## src/rtl/vlcu_pkg.sv

```systemverilog
package vlcu_pkg;
  // configuration held after reset
  localparam int RST_INT_USED = 32;
  localparam int RST_FP_USED  = 32;
  localparam int RST_BANKS    = 8;

  function automatic int imin(input int a, input int b);
    return (a < b) ? a : b;
  endfunction
endpackage

```

## src/rtl/vlcu_divider.sv

```systemverilog
module vlcu_divider #(
  parameter int NW = 9,
  parameter int DW = 7
) (
  input  logic          clk,
  input  logic          rst_n,
  input  logic          start,
  input  logic [NW-1:0] dividend,
  input  logic [DW-1:0] divisor,
  output logic          busy,
  output logic          done,
  output logic [NW-1:0] quotient
);
  localparam int CW = $clog2(NW + 1);

  logic [DW-1:0] rem_q, dsr_q;
  logic [NW-1:0] qd_q;
  logic [CW-1:0] cnt_q;
  logic [DW:0]   trial;
  logic          fits;
  logic [DW-1:0] rem_n;

  always_comb begin
    trial = {rem_q, qd_q[NW-1]};
    fits  = trial >= {1'b0, dsr_q};
    rem_n = fits ? DW'(trial - {1'b0, dsr_q}) : trial[DW-1:0];
  end

  always_ff @(posedge clk) begin
    if (!rst_n) begin
      rem_q <= '0;
      dsr_q <= '0;
      qd_q  <= '0;
      cnt_q <= '0;
      busy  <= 1'b0;
      done  <= 1'b0;
    end else begin
      done <= 1'b0;
      if (busy) begin
        rem_q <= rem_n;
        qd_q  <= {qd_q[NW-2:0], fits};
        cnt_q <= cnt_q - 1'b1;
        if (cnt_q == CW'(1)) begin
          busy <= 1'b0;
          done <= 1'b1;
        end
      end else if (start) begin
        rem_q <= '0;
        qd_q  <= dividend;
        dsr_q <= divisor;
        cnt_q <= CW'(NW);
        busy  <= 1'b1;
      end
    end
  end

  assign quotient = qd_q;

  assert_rem_below_R3: assert property (@(posedge clk) disable iff (!rst_n)
    done |-> (rem_q < dsr_q));
  assert_start_busy_R2: assert property (@(posedge clk) disable iff (!rst_n)
    (start && !busy) |=> busy);
endmodule

```

## src/rtl/vlcu_limit.sv

```systemverilog
module vlcu_limit #(
  parameter int QW = 9,
  parameter int BW = 4,
  parameter int LW = 6,
  parameter int MAX_THREADS = 32
) (
  input  logic [QW-1:0] quotient,
  input  logic [BW-1:0] banks,
  output logic [LW-1:0] limit
);
  localparam int PW = QW + BW;
  logic [PW-1:0] prod;

  always_comb begin
    prod = PW'(quotient) * PW'(banks);
    if (prod > PW'(MAX_THREADS)) limit = LW'(MAX_THREADS);
    else                         limit = prod[LW-1:0];
  end
endmodule

```

## src/rtl/vlcu_grant.sv

```systemverilog
module vlcu_grant #(
  parameter int LW = 6,
  parameter int RW = 10
) (
  input  logic [LW-1:0] max_len,
  input  logic [RW-1:0] req_len,
  output logic [LW-1:0] grant
);
  localparam int CW = (RW > LW) ? RW : LW;
  logic [CW-1:0] m_ext, r_ext;

  always_comb begin
    m_ext = CW'(max_len);
    r_ext = CW'(req_len);
    grant = (r_ext < m_ext) ? LW'(r_ext) : max_len;
  end
endmodule

```

## src/rtl/vlen_cfg_unit.sv

```systemverilog
module vlen_cfg_unit #(
  parameter int REG_PER_BANK = 256,
  parameter int MAX_THREADS  = 32,
  parameter int USE_W        = 6,
  parameter int BANK_W       = 4,
  parameter int REQ_W        = 10,
  localparam int LW = $clog2(MAX_THREADS + 1)
) (
  input  logic              clk,
  input  logic              rst_n,
  input  logic              cfg_valid,
  output logic              cfg_ready,
  input  logic [USE_W-1:0]  cfg_int_used,
  input  logic [USE_W-1:0]  cfg_fp_used,
  input  logic [BANK_W-1:0] cfg_banks,
  input  logic              req_valid,
  output logic              req_ready,
  input  logic [REQ_W-1:0]  req_len,
  output logic              cfg_busy,
  output logic              cfg_done,
  output logic [LW-1:0]     max_len,
  output logic [LW-1:0]     vl
);
  import vlcu_pkg::*;

  localparam int QW = $clog2(REG_PER_BANK + 1);
  localparam int DW = USE_W + 1;
  localparam int RST_MAX = imin((REG_PER_BANK / (RST_INT_USED + RST_FP_USED - 1)) * RST_BANKS,
                                MAX_THREADS);

  logic [DW-1:0]     use_sum, divisor;
  logic [BANK_W-1:0] banks_q;
  logic              div_busy, div_done, cfg_fire, req_fire;
  logic [QW-1:0]     quotient;
  logic [LW-1:0]     lim_val, grant_val, max_len_q, vl_q;
  logic              cfg_done_q;

  assign cfg_busy  = div_busy | div_done;
  assign cfg_ready = !cfg_busy;
  assign req_ready = !cfg_busy;
  assign cfg_fire  = cfg_valid && cfg_ready;
  assign req_fire  = req_valid && req_ready;

  always_comb begin
    use_sum = DW'(cfg_int_used) + DW'(cfg_fp_used);
    divisor = (use_sum < DW'(2)) ? DW'(1) : use_sum - DW'(1);
  end

  vlcu_divider #(.NW(QW), .DW(DW)) u_div (
    .clk(clk), .rst_n(rst_n), .start(cfg_fire),
    .dividend(QW'(REG_PER_BANK)), .divisor(divisor),
    .busy(div_busy), .done(div_done), .quotient(quotient)
  );

  vlcu_limit #(.QW(QW), .BW(BANK_W), .LW(LW), .MAX_THREADS(MAX_THREADS)) u_lim (
    .quotient(quotient), .banks(banks_q), .limit(lim_val)
  );

  vlcu_grant #(.LW(LW), .RW(REQ_W)) u_grant (
    .max_len(max_len_q), .req_len(req_len), .grant(grant_val)
  );

  always_ff @(posedge clk) begin
    if (!rst_n) begin
      banks_q    <= BANK_W'(RST_BANKS);
      max_len_q  <= LW'(RST_MAX);
      vl_q       <= '0;
      cfg_done_q <= 1'b0;
    end else begin
      cfg_done_q <= div_done;
      if (cfg_fire) banks_q <= cfg_banks;
      if (div_done) max_len_q <= lim_val;
      if (req_fire) vl_q <= grant_val;
    end
  end

  assign max_len  = max_len_q;
  assign vl       = vl_q;
  assign cfg_done = cfg_done_q;

  assert_max_bound_R5: assert property (@(posedge clk) disable iff (!rst_n)
    max_len_q <= LW'(MAX_THREADS));
  assert_grant_R6: assert property (@(posedge clk) disable iff (!rst_n)
    req_fire |=> (vl_q == (($past(req_len) < REQ_W'($past(max_len_q))) ?
                           LW'($past(req_len)) : $past(max_len_q))));
  assert_max_hold_R8: assert property (@(posedge clk) disable iff (!rst_n)
    !$stable(max_len_q) |-> cfg_done_q);
  assert_done_pulse_R2: assert property (@(posedge clk) disable iff (!rst_n)
    cfg_done_q |=> !cfg_done_q);
  assert_stall_R7: assert property (@(posedge clk) disable iff (!rst_n)
    div_busy |-> (!req_fire && !cfg_fire));
endmodule

```

## config.mk

```make
export PLATFORM = sky130hd
export DESIGN_NAME = vlen_cfg_unit
export DESIGN_NICKNAME = d
export VERILOG_FILES = /design/src/rtl/vlcu_pkg.sv /design/src/rtl/vlcu_divider.sv /design/src/rtl/vlcu_limit.sv /design/src/rtl/vlcu_grant.sv /design/src/rtl/vlen_cfg_unit.sv
export SDC_FILE = /design/constraint.sdc
export NUM_CORES = 1
export LEC_CHECK = 0
export ABC_AREA = 1
export CORE_UTILIZATION = 45
export DETAILED_ROUTE_END_ITERATION = 7
export GPL_ROUTABILITY_DRIVEN = 0
export GPL_TIMING_DRIVEN = 0
export PLACE_DENSITY_LB_ADDON = 0.25
export SYNTH_ARGS = -nofsm -noshare
export SYNTH_HDL_FRONTEND = slang
export SYNTH_HIERARCHICAL = 1
export SYNTH_SLANG_ARGS = --single-unit
```

## constraint.sdc

```tcl
create_clock -name clk -period 6.28 [get_ports clk]
set_input_delay 0.628 -clock clk [delete_from_list [all_inputs] [get_ports clk]]
set_output_delay 0.628 -clock clk [all_outputs]
set_load 0.05 [all_outputs]
```

=== Yosys cells after proc, flatten, opt, wreduce, memory -nomap -nowiden ===
Index checks and enable logic that the tools add are counted.

* Register bits: 46
* Input port bits: 30
* Output and inout bits: 16
* Word-level logic and storage cells: 42

* Add/subtract/negate cells: 4
* Multipliers: 1
* Magnitude comparators: 4
* Equal/unequal tests: 1
* Mux-type cells: 14
* Bitwise logic cells: 2
* Reductions and logical operators: 6

{| class="wikitable"
|+ Operators with widths
! operator !! number
|-
| 2-to-1 mux 7 bit || 4
|-
| 2-to-1 mux 9 bit || 2
|-
| > comparator 13 x 6 -> 1 bit (second input constant) || 1
|-
| multiplier 9 x 4 -> 13 bit || 1
|-
| 2-to-1 mux 6 bit || 2
|-
| < comparator 10 x 6 -> 1 bit || 1
|-
| >= comparator 8 x 7 -> 1 bit || 1
|-
| 2-to-1 mux 4 bit || 2
|-
| adder 6 x 6 -> 7 bit || 1
|-
| < comparator 7 x 2 -> 1 bit (second input constant) || 1
|-
| subtractor 7 x 1 -> 7 bit (second input constant) || 1
|-
| subtractor 7 bit || 1
|-
| equality test 4 x 1 -> 1 bit (second input constant) || 1
|-
| 2-to-1 mux 1 bit || 4
|-
| AND reduction 2 bit || 2
|-
| subtractor 4 x 1 -> 4 bit (second input constant) || 1
|-
| logical AND 1 bit || 2
|-
| nonzero test 2 bit || 1
|-
| logical NOT 1 bit || 1
|-
| NOT 1 bit || 1
|-
| bitwise OR 1 bit || 1
|}

=== Depth between registers and ports, before layout ===
Gate-level depths: netlist (run 1).

* Depth in word-level cells: 5
* Gate-level depth with buffers: 21
* Gate-level depth less buffers: 20

=== By module ===
Netlist (run 1), hierarchy kept.

{| class="wikitable"
|+ Modules (own cells, without submodules)
! module !! instances !! cells an instance !! area each (um2) !! sequential area each (um2)
|-
| vlcu_divider || 1 || 219 || 1,581.5 || 580.6
|-
| vlcu_limit || 1 || 238 || 1,390.1 || 0.0
|-
| vlen_cfg_unit || 1 || 168 || 1,104.8 || 340.3
|-
| vlcu_grant || 1 || 50 || 279.0 || 0.0
|}

=== Least setup slack after synthesis (run 1) ===
OpenSTA, ideal clock, no wires.

* Path type: register -> register
* Start point: register banks_q[3]
* End point: register max_len_q[0], in the netlist max_len[0]
* Setup time: 0.065 ns
* Arrival time: 3.095 ns
* Required time: 6.215 ns
* Setup slack: 3.120 ns
* Cell stages (with the launch flop): 18
* Buffers on the path: 1
* Period minus slack after synthesis: 3.160 ns
* Path through: dfxtp_1 > clkbuf_1 > nand2_1 > fa_1 > fa_1 > inv_1 > fa_1 > nand3_1 > nand2_1 > nand2_2 > nand2_1 > nand2_1 > nand3_1 > nor2_2 > nand3_2 > nor2_1 > nor2_1 > nor2_1

* Word-level cells in the longest chain between the ends: 3

{| class="wikitable"
|+ RTL lines
! what !! RTL line !! RTL
|-
| from (decl) || vlen_cfg_unit.sv:32 || <nowiki>logic [BANK_W-1:0] banks_q;</nowiki>
|-
| from (signal assigned) || vlen_cfg_unit.sv:65 || <nowiki>banks_q <= BANK_W'(RST_BANKS);</nowiki>
|-
| from (signal assigned) || vlen_cfg_unit.sv:71 || <nowiki>if (cfg_fire) banks_q <= cfg_banks;</nowiki>
|-
| multiplier 9 x 4 -> 13 bit || vlcu_limit.sv:15 || <nowiki>prod = PW'(quotient) * PW'(banks);</nowiki>
|-
| > comparator 13 x 6 -> 1 bit || vlcu_limit.sv:16 || <nowiki>if (prod > PW'(MAX_THREADS)) limit = LW'(MAX_THREADS);</nowiki>
|-
| 2-to-1 mux 6 bit || vlcu_limit.sv:16 ||
|-
| via lim_val[0] || vlen_cfg_unit.sv:35 || <nowiki>logic [LW-1:0] lim_val, grant_val, max_len_q, vl_q;</nowiki>
|-
| to (signal assigned) || vlen_cfg_unit.sv:66 || <nowiki>max_len_q <= LW'(RST_MAX);</nowiki>
|-
| to (signal assigned) || vlen_cfg_unit.sv:72 || <nowiki>if (div_done) max_len_q <= lim_val;</nowiki>
|-
| to (decl) || vlen_cfg_unit.sv:35 ||
|}

The timed path passes the listed nets, and every way through them passes these cells.
A chain may end at the register's enable or synchronous reset.

=== Worst setup path after layout (run 1) ===
* Start point: register banks_q[3]
* End point: register max_len_q[1], in the netlist max_len[1]

Same word-level chain as after synthesis.

==> impl_summary.log, run 1 <==
[metrics] maximum root-to-sink buffer count: 2
[metrics] ports placed on the boundary: 46
[metrics] yosys warns: 6
[metrics] RR Endpoint: max_len[1]
[metrics] vias per inst: 4.81
[metrics] cells traversed along the worst timing path: clkbuf_1 > nand2_1 > fa_1 > fa_1 > inv_1 > fa_1 > nand3_1 > nand2_1 > nand2_2 > nand2_1 > nand2_1 > nand3_1 > nor2_2 > nand3_2 > nor2_1 > nor2_1 > nor2_1
[metrics] Buffers on Ports: 45
[metrics] Clock Root Buffer: clkbuf_8
[metrics] Yosys reg bits: 46
[metrics] wire length on met3: 218 um
[metrics] cell leakage power: ~2.8 nW
[metrics] total routed wire length on the met1 layer: 4.34 mm
[metrics] Max Clock Freq: 280 MHz
[metrics] FF/Latch Area: 921 um2
[metrics] part of the Yosys area used for sequential elements: 0.211
[metrics] worst-skew pair later-pin latency: roughly 0.30 ns
[metrics] number of nets in the layout: ~820
[metrics] Setup crit end kind: flop
[metrics] reg-to-reg slack, setup: 2.71 ns
[metrics] wire length of the first global-routing pass: 16.1 mm
[metrics] power per standard cell area: 225 nW/um2
[metrics] CP startpoint: banks_q[3]
[metrics] via count of the first global-routing pass: roughly 3,900
[metrics] CTS clk-pin slew, worst paths: 0.09 ns
[metrics] CP top delay family: adder cells
[metrics] average cell area after synthesis: between 6 and 7 um2
[metrics] cell count of the worst hold path: 2
[metrics] maximum net fanout on the critical path: 9
[metrics] die boundary height: between 100 and 150 um
[metrics] CTS tree: done
[metrics] worst hold path type: reg2reg
[metrics] cells taking the most area after synthesis: dfxtp_1, nand2_1, inv_1
[metrics] Hold Fails Final Rpt: 0
[metrics] share of the synthesized area in the top cell type: 0.211
[metrics] global-route congestion overflow total: 0
[metrics] CTS hold repair buffers: 0
[metrics] core region area: roughly 9300 um2
[metrics] RSZ-0062 raised after global routing: no
[metrics] number of post-CTS setup repair buffers: 0
[metrics] Post-synth EDFFs: 0
[metrics] aggregate routed wire length: 9.25 mm
[metrics] # clock sinks: 46
[metrics] asr flop ratio synth: 0
[metrics] drt initial violations: around 120
[metrics] mean routed wirelength per cell: 10.7 um
[metrics] overall die area: 10,100 um2
[metrics] Crit Path Category: reg2reg
[metrics] number of resized instances in the post-cts repair step: 0
[metrics] FP Rows: 35
[metrics] pin count of the biggest net entering global routing: 15
[metrics] DRC Markers: 0
[metrics] Detail Placement HPWL: 7.64 mm
[metrics] area of combinational cells with multiple inputs: 2890 um2
[metrics] startpoint of the worst register-to-register path: banks_q[3]
[metrics] number of antenna violations at the first check in global routing: 0
[metrics] cell with the biggest individual delay on the critical path: fa_1
[metrics] min Tclk post-route: 3.57 ns
[metrics] FILL cells: 927
[metrics] post-route cell area: 5100 um2
[metrics] share of final-layout standard cells stronger than drive strength 1: 0.0939
[metrics] slew at the pin closest to its max-slew limit: 0.560 ns
[metrics] data arrival at the endpoint of the critical path: between 3 and 4 ns
[metrics] uppermost routed layer: met4
[metrics] Data required, critical path: 6.52 ns
[metrics] number of buffers added by the clock tree synthesis step: 5
[metrics] gr usage total: 0.193
[metrics] max-cap violation count: 0
[metrics] antenna violation net count after detailed routing: 0
[metrics] Worst path most repeated cell: nand2_1
[metrics] Synth Instances: 675
[metrics] htree depth: 2
[metrics] Post-Syn Area: 4360 um2
[metrics] Worst Skew: 0.00654 ns
[metrics] effective utilization at floorplan: 0.467
[metrics] result of the run: complete, no violations
[metrics] count of endpoints failing setup in the final report: 0
[metrics] count of distinct cell types in the synthesized netlist: 41
[metrics] logic depth of the worst setup path including buffers: 17
[metrics] startpoint type of the worst setup path: flop
[metrics] critical path buffer and inverter count: 2
[metrics] Rel. slew slack: 0.627
[metrics] Die Wd: 100 um
[metrics] routed wl met2: 4.58 mm
[metrics] worst setup path end: max_len[1]
[metrics] Setup TNS Final: 0 ns
[metrics] instance area after placement: approximately 5000 um2
[metrics] R2R depth: 17
[metrics] worst ir drop on vdd: around 0.19 mV
[metrics] maximum single-stage delay on the critical path: ~0.54 ns
[metrics] Area growth, synth to finish: 17.2%
[metrics] total count of max-transition violations in the final report: 0
[metrics] routed vias: 4,152
[metrics] count of TritonRoute iterations in the first routing pass: 7
[metrics] antenna cells: 0
[metrics] dominant synthesized flop cell: dfxtp_1
[metrics] library cell occupying the most area in the post-synthesis netlist: dfxtp_1
[metrics] final critical-path share of the clock period: 0.569
cells in the final DEF, fill, tap and decap left out, drive strengths merged, types with 6 or more instances in the layout:
cell and instances:
buf 8, nand2 216, nand3 51, clkbuf 12
nand3b 7, nor2 59, ha 38, inv 132
a21oi 33, nor3 6, dfxtp 46, fa 16
o21ai 26, clkdlybuf4s50 45, nand4 8, conb 9
stage by stage:
step | std cells | power (mW) | util | hold slack [ns] | setup slack (ns)
after CTS | 864 | 1.16 | 0.547 | 0.479 | 2.69
final | 864 | 1.15 | 0.547 | 0.477 | 2.71
after detailed placement | 856 | 0.938 | 0.535 | 0.466 | 2.73
after global routing | 864 | 1.25 | 0.547 | 0.508 | 2.42
after floorplan | 682 | 0.807 | - | 0.433 | 3.12
after global placement | 856 | 0.921 | 0.535 | 0.458 | 2.79
cells by family after synthesis:
family / after synthesis / share of synthesized area
AND/OR/NAND/NOR: 354 / 0.374
buffers and inverters: 147 / 0.131
AO/OA/AOI/OAI: 68 / 0.0908
adder cells (fa/ha/maj): 54 / 0.183
flip-flops: 46 / 0.211
XOR/XNOR: 4 / 0.00805
other: 2 / 0.00172
layout make-up:
class                      count  area share
buffer                        15      0.0147
clock buffer                   5      0.0135
clock inverter                 3     0.00785
inverter                     132      0.0971
multi-input combinational    489       0.566
sequential                    46       0.180
tap                          129      0.0316
timing repair buffer          45      0.0883
state kept, by name, indices dropped and copies added, names as in the netlist:
register,flops
vl,6
u_div/cnt_q,4
max_len,6
cfg_done,1
u_div/rem_q,7
u_div/done,1
banks_q,4
u_div/quotient,9
u_div/dsr_q,7
u_div/busy,1
synth_stat cells (all sizes together) (4+ instances only):
library cell	n
nand2	216
inv	132
nor2	59
nand3	51
dfxtp	46
ha	38
a21oi	33
o21ai	26
fa	16
buf	8
nand4	8
clkbuf	7
nand3b	7
nor3	6
a22oi	4
or2	4
how the worst min path moves through the flow:
| stage | startpoint | end | slack [ns] |
|---|---|---|---|
| after global placement | u_div/dsr_q[3] | u_div/dsr_q[3] | 0.46 |
| after detailed placement | u_div/cnt_q[3] | u_div/cnt_q[3] | 0.47 |
| after CTS | u_div/dsr_q[3] | u_div/dsr_q[3] | 0.48 |
| after global routing | vl[0] | vl[0] | 0.51 |
| after floorplan | u_div/dsr_q[2] | u_div/dsr_q[2] | 0.43 |
| final | u_div/dsr_q[3] | u_div/dsr_q[3] | 0.48 |
routing by layer:
| metal | vias to the layer above | track usage |
|---|---|---|
| met1 | 1908 | 0.238 |
| li1 | 2190 | - |
| met5 | - | 0 |
| met2 | 46 | 0.348 |
| met4 | 0 | 0.0524 |
| met3 | 8 | 0.0286 |
worst register-to-register path: cells and delay by family, from the launching register on:
kind,cells,cell delay (ns)
fa+ha+maj,3,1.57
buf+inv,2,0.41
flops,1,0.35
simple gates,12,1.17
power by group:
group / internal (mW) / switching [mW] / leakage (nW)
Sequential: 0.327 / 0.0308 / 0.377
Combinational: 0.221 / 0.353 / 2.35
Clock: 0.117 / 0.0987 / 0.0579
Total: 0.665 / 0.483 / 2.79
No activity file was read; power rests on OpenSTA's default activity.
==> run 2: changes to the inputs <==
==> constraint.sdc (replaced) <==
create_clock -name clk -period 3.2 [get_ports clk]
set_input_delay 0.32 -clock clk [delete_from_list [all_inputs] [get_ports clk]]
set_output_delay 0.32 -clock clk [all_outputs]
set_load 0.05 [all_outputs]
==> impl_summary.log, run 2 (synthesis gave the netlist of run 1 again) <==
[metrics] result of the run: complete, no violations
[metrics] power per standard cell area: 436 nW/um2 (+94%)
[metrics] Worst Skew: 0.00638 ns (-0.000157 ns)
[metrics] Clock Root Buffer: clkbuf_8
[metrics] RSZ-0062 raised after global routing: yes
[metrics] die boundary height: 100 um (unchanged)
[metrics] maximum root-to-sink buffer count: 2 (unchanged)
[metrics] uppermost routed layer: met4
[metrics] final critical-path share of the clock period: 0.968 (+0.400)
[metrics] P_int: 1.36 mW (+100%)
[metrics] total routed wire length on the met1 layer: 4.49 mm (+3.5%)
[metrics] Rel. slew slack: 0.627 (about the same)
[metrics] Max Clock Freq: 323 MHz (+15%)
[metrics] power after layout: 2.35 mW (+100%)
[metrics] core region area: 9330 um2 (unchanged)
[metrics] global-route congestion overflow total: 0 (unchanged)
[metrics] wire length of the first global-routing pass: 16.1 mm (+0.13%)
[metrics] drt initial violations: 123 (+3.4%)
[metrics] antenna cells: 0 (unchanged)
[metrics] slew at the pin closest to its max-slew limit: 0.559 ns (-0.000228 ns)
[metrics] antenna violation net count after detailed routing: 0 (unchanged)
[metrics] Setup TNS Final: 0 ns (unchanged)
[metrics] ports placed on the boundary: 46 (unchanged)
[metrics] startpoint type of the worst setup path: flop
[metrics] clock power share: 0.181 (-0.007)
[metrics] pin count of the biggest net entering global routing: 15 (unchanged)
[metrics] Die Wd: 100 um (unchanged)
[metrics] data arrival at the endpoint of the critical path: 3.34 ns (-0.47 ns)
[metrics] most used cells in the layout excluding fill and tap cells: nand2_1, inv_1, nor2_1, clkdlybuf4s50_1, nand3_1
[metrics] combinational cell fraction of total power: 0.516 (+0.015)
[metrics] via count of the first global-routing pass: 3,844 (-0.34%)
[metrics] instance area after placement: 4990 um2 (unchanged)
[metrics] DRC Markers: 0 (unchanged)
[metrics] Detail Placement HPWL: 7.64 mm (unchanged)
[metrics] routed vias: 4,216 (+1.5%)
[metrics] maximum net fanout on the critical path: 5 (-4)
[metrics] Area growth, synth to finish: 23.9%
[metrics] htree depth: 2 (unchanged)
[metrics] Hold Fails Final Rpt: 0 (unchanged)
[metrics] vias per inst: 4.85 (+0.84%)
[metrics] proportion of total power due to net switching: 0.421 (about the same)
[metrics] worst-skew pair later-pin latency: 0.30 ns (about the same)
[metrics] post-route cell area: 5400 um2 (+5.8%)
[metrics] share of final-layout standard cells stronger than drive strength 1: 0.178 (+0.0843)
[metrics] gr usage total: 0.193 (+0.000297)
[metrics] CTS clk-pin slew, worst paths: 0.09 ns (about the same)
[metrics] aggregate routed wire length: 9.92 mm (+7.3%)
[metrics] worst ir drop on vdd: 0.373 mV (+94%)
[metrics] overall die area: 10,100 um2 (unchanged)
[metrics] CTS tree: done
[metrics] CTS hold repair buffers: 0 (unchanged)
[metrics] number of antenna violations at the first check in global routing: 0 (unchanged)
[metrics] total count of max-transition violations in the final report: 0 (unchanged)
[metrics] worst hold path type: reg2reg
[metrics] effective utilization at floorplan: 0.467 (unchanged)
[metrics] number of buffers added by the clock tree synthesis step: 5 (unchanged)
[metrics] # clock sinks: 46 (unchanged)
[metrics] most common library cell in the layout ignoring fill and taps: nand2_1
[metrics] routed wl met2: 5.06 mm (+10%)
[metrics] Crit Path Category: reg2reg
[metrics] Data required, critical path: 3.44 ns (-3.08 ns)
[metrics] count of TritonRoute iterations in the first routing pass: 4 (-3)
[metrics] wire length on met3: 245 um (+12%)
[metrics] cell leakage power: 2.87 nW (+2.9%)
[metrics] Buffers on Ports: 45 (unchanged)
[metrics] count of endpoints failing setup in the final report: 0 (unchanged)
[metrics] number of nets in the layout: 824 (+0.73%)
[metrics] FP Rows: 35 (unchanged)
[metrics] Setup crit end kind: flop
[metrics] register share of total power: 0.303 (-0.009)
[metrics] max-cap violation count: 0 (unchanged)
[metrics] flip-flop count of the largest register after layout: 9 (unchanged)
[metrics] mean routed wirelength per cell: 11.4 um (+6.5%)
[metrics] min Tclk post-route: 3.10 ns (-0.473 ns)
[metrics] Net Switching: 0.990 mW (+100%)
run 2: cell count changes in the layout (fill, tap and decap cells not counted), moves of 4 or more:
cell     before  now
dfxtp_1      46   36
nand2_1     194  180
nand2_2      18   29
nand3_1      45   41
dfxtp_2       0    4
inv_1       131  119
ha_1         38   32
dfxtp_4       0    6
buf_4         1    7
ha_4          0    6
inv_2         1   13
run 2: worst paths after layout:
path	from	end	slack, ns	depth (start not counted)
max reg2reg	banks_q[1]	max_len[2]	0.10	21
min reg2reg	u_div/dsr_q[3]	u_div/dsr_q[3]	0.48	2
max	banks_q[1]	max_len[2]	0.10	21
min	u_div/dsr_q[3]	u_div/dsr_q[3]	0.48	2
run 2: cell type report:
type	instances	area, um2
fillers	885	3930
multi-input cells	489	3080
flip-flops and latches	46	948
repair buffers	54	538
inverters	132	495
well taps	129	161
clock buffers	5	68.8
plain buffers	12	63.8
clock inverters	3	40.0
run 2: per-stage QoR:
stage | hold WS [ns] | util | std cells | setup slack [ns]
5_1_grt | 0.508 | 0.579 | 870 | -0.0704
6_report | 0.477 | 0.579 | 870 | 0.101
2_1_floorplan | 0.433 | - | 682 | 0.0398
3_3_place_gp | 0.458 | 0.535 | 856 | -0.294
4_1_cts | 0.479 | 0.549 | 861 | 0.0235
3_5_place_dp | 0.466 | 0.535 | 856 | -0.350
run 2: worst max-delay path, stage by stage (launching register included):
cell	delay, ns
dfxtp_4	0.37
buf_12	0.13
nand2_2	0.05
inv_2	0.04
fa_1	0.51
inv_2	0.04
fa_1	0.49
inv_2	0.05
ha_4	0.24
nand2_1	0.07
nand2_1	0.09
inv_2	0.08
nand3_2	0.08
nand2_1	0.08
nand2_2	0.07
inv_2	0.05
nand2_1	0.06
nor2_2	0.15
nand3_4	0.11
nor2_1	0.12
nor2_1	0.06
nor2_1	0.09
run 2: what timing repair did:
action / in CTS / in global routing
pin swaps: 0 / 35
buffers inserted: 0 / 9
gates resized for setup: 11 / 65
setup endpoints to repair: 6 / 6
run 2: power by group through the flow:
stage	clock network, mW	logic (mW)	registers, mW
2_1_floorplan	0	0.851	0.733
3_3_place_gp	0	1.10	0.712
3_5_place_dp	0	1.13	0.715
4_1_cts	0.436	1.13	0.713
5_1_grt	0.463	1.36	0.724
6_report	0.427	1.21	0.712
run 2: metal layers:
layer	track usage	up-vias
met4	0.0524	0
met5	0	-
met2	0.349	60
li1	-	2205
met1	0.239	1943
met3	0.0286	8
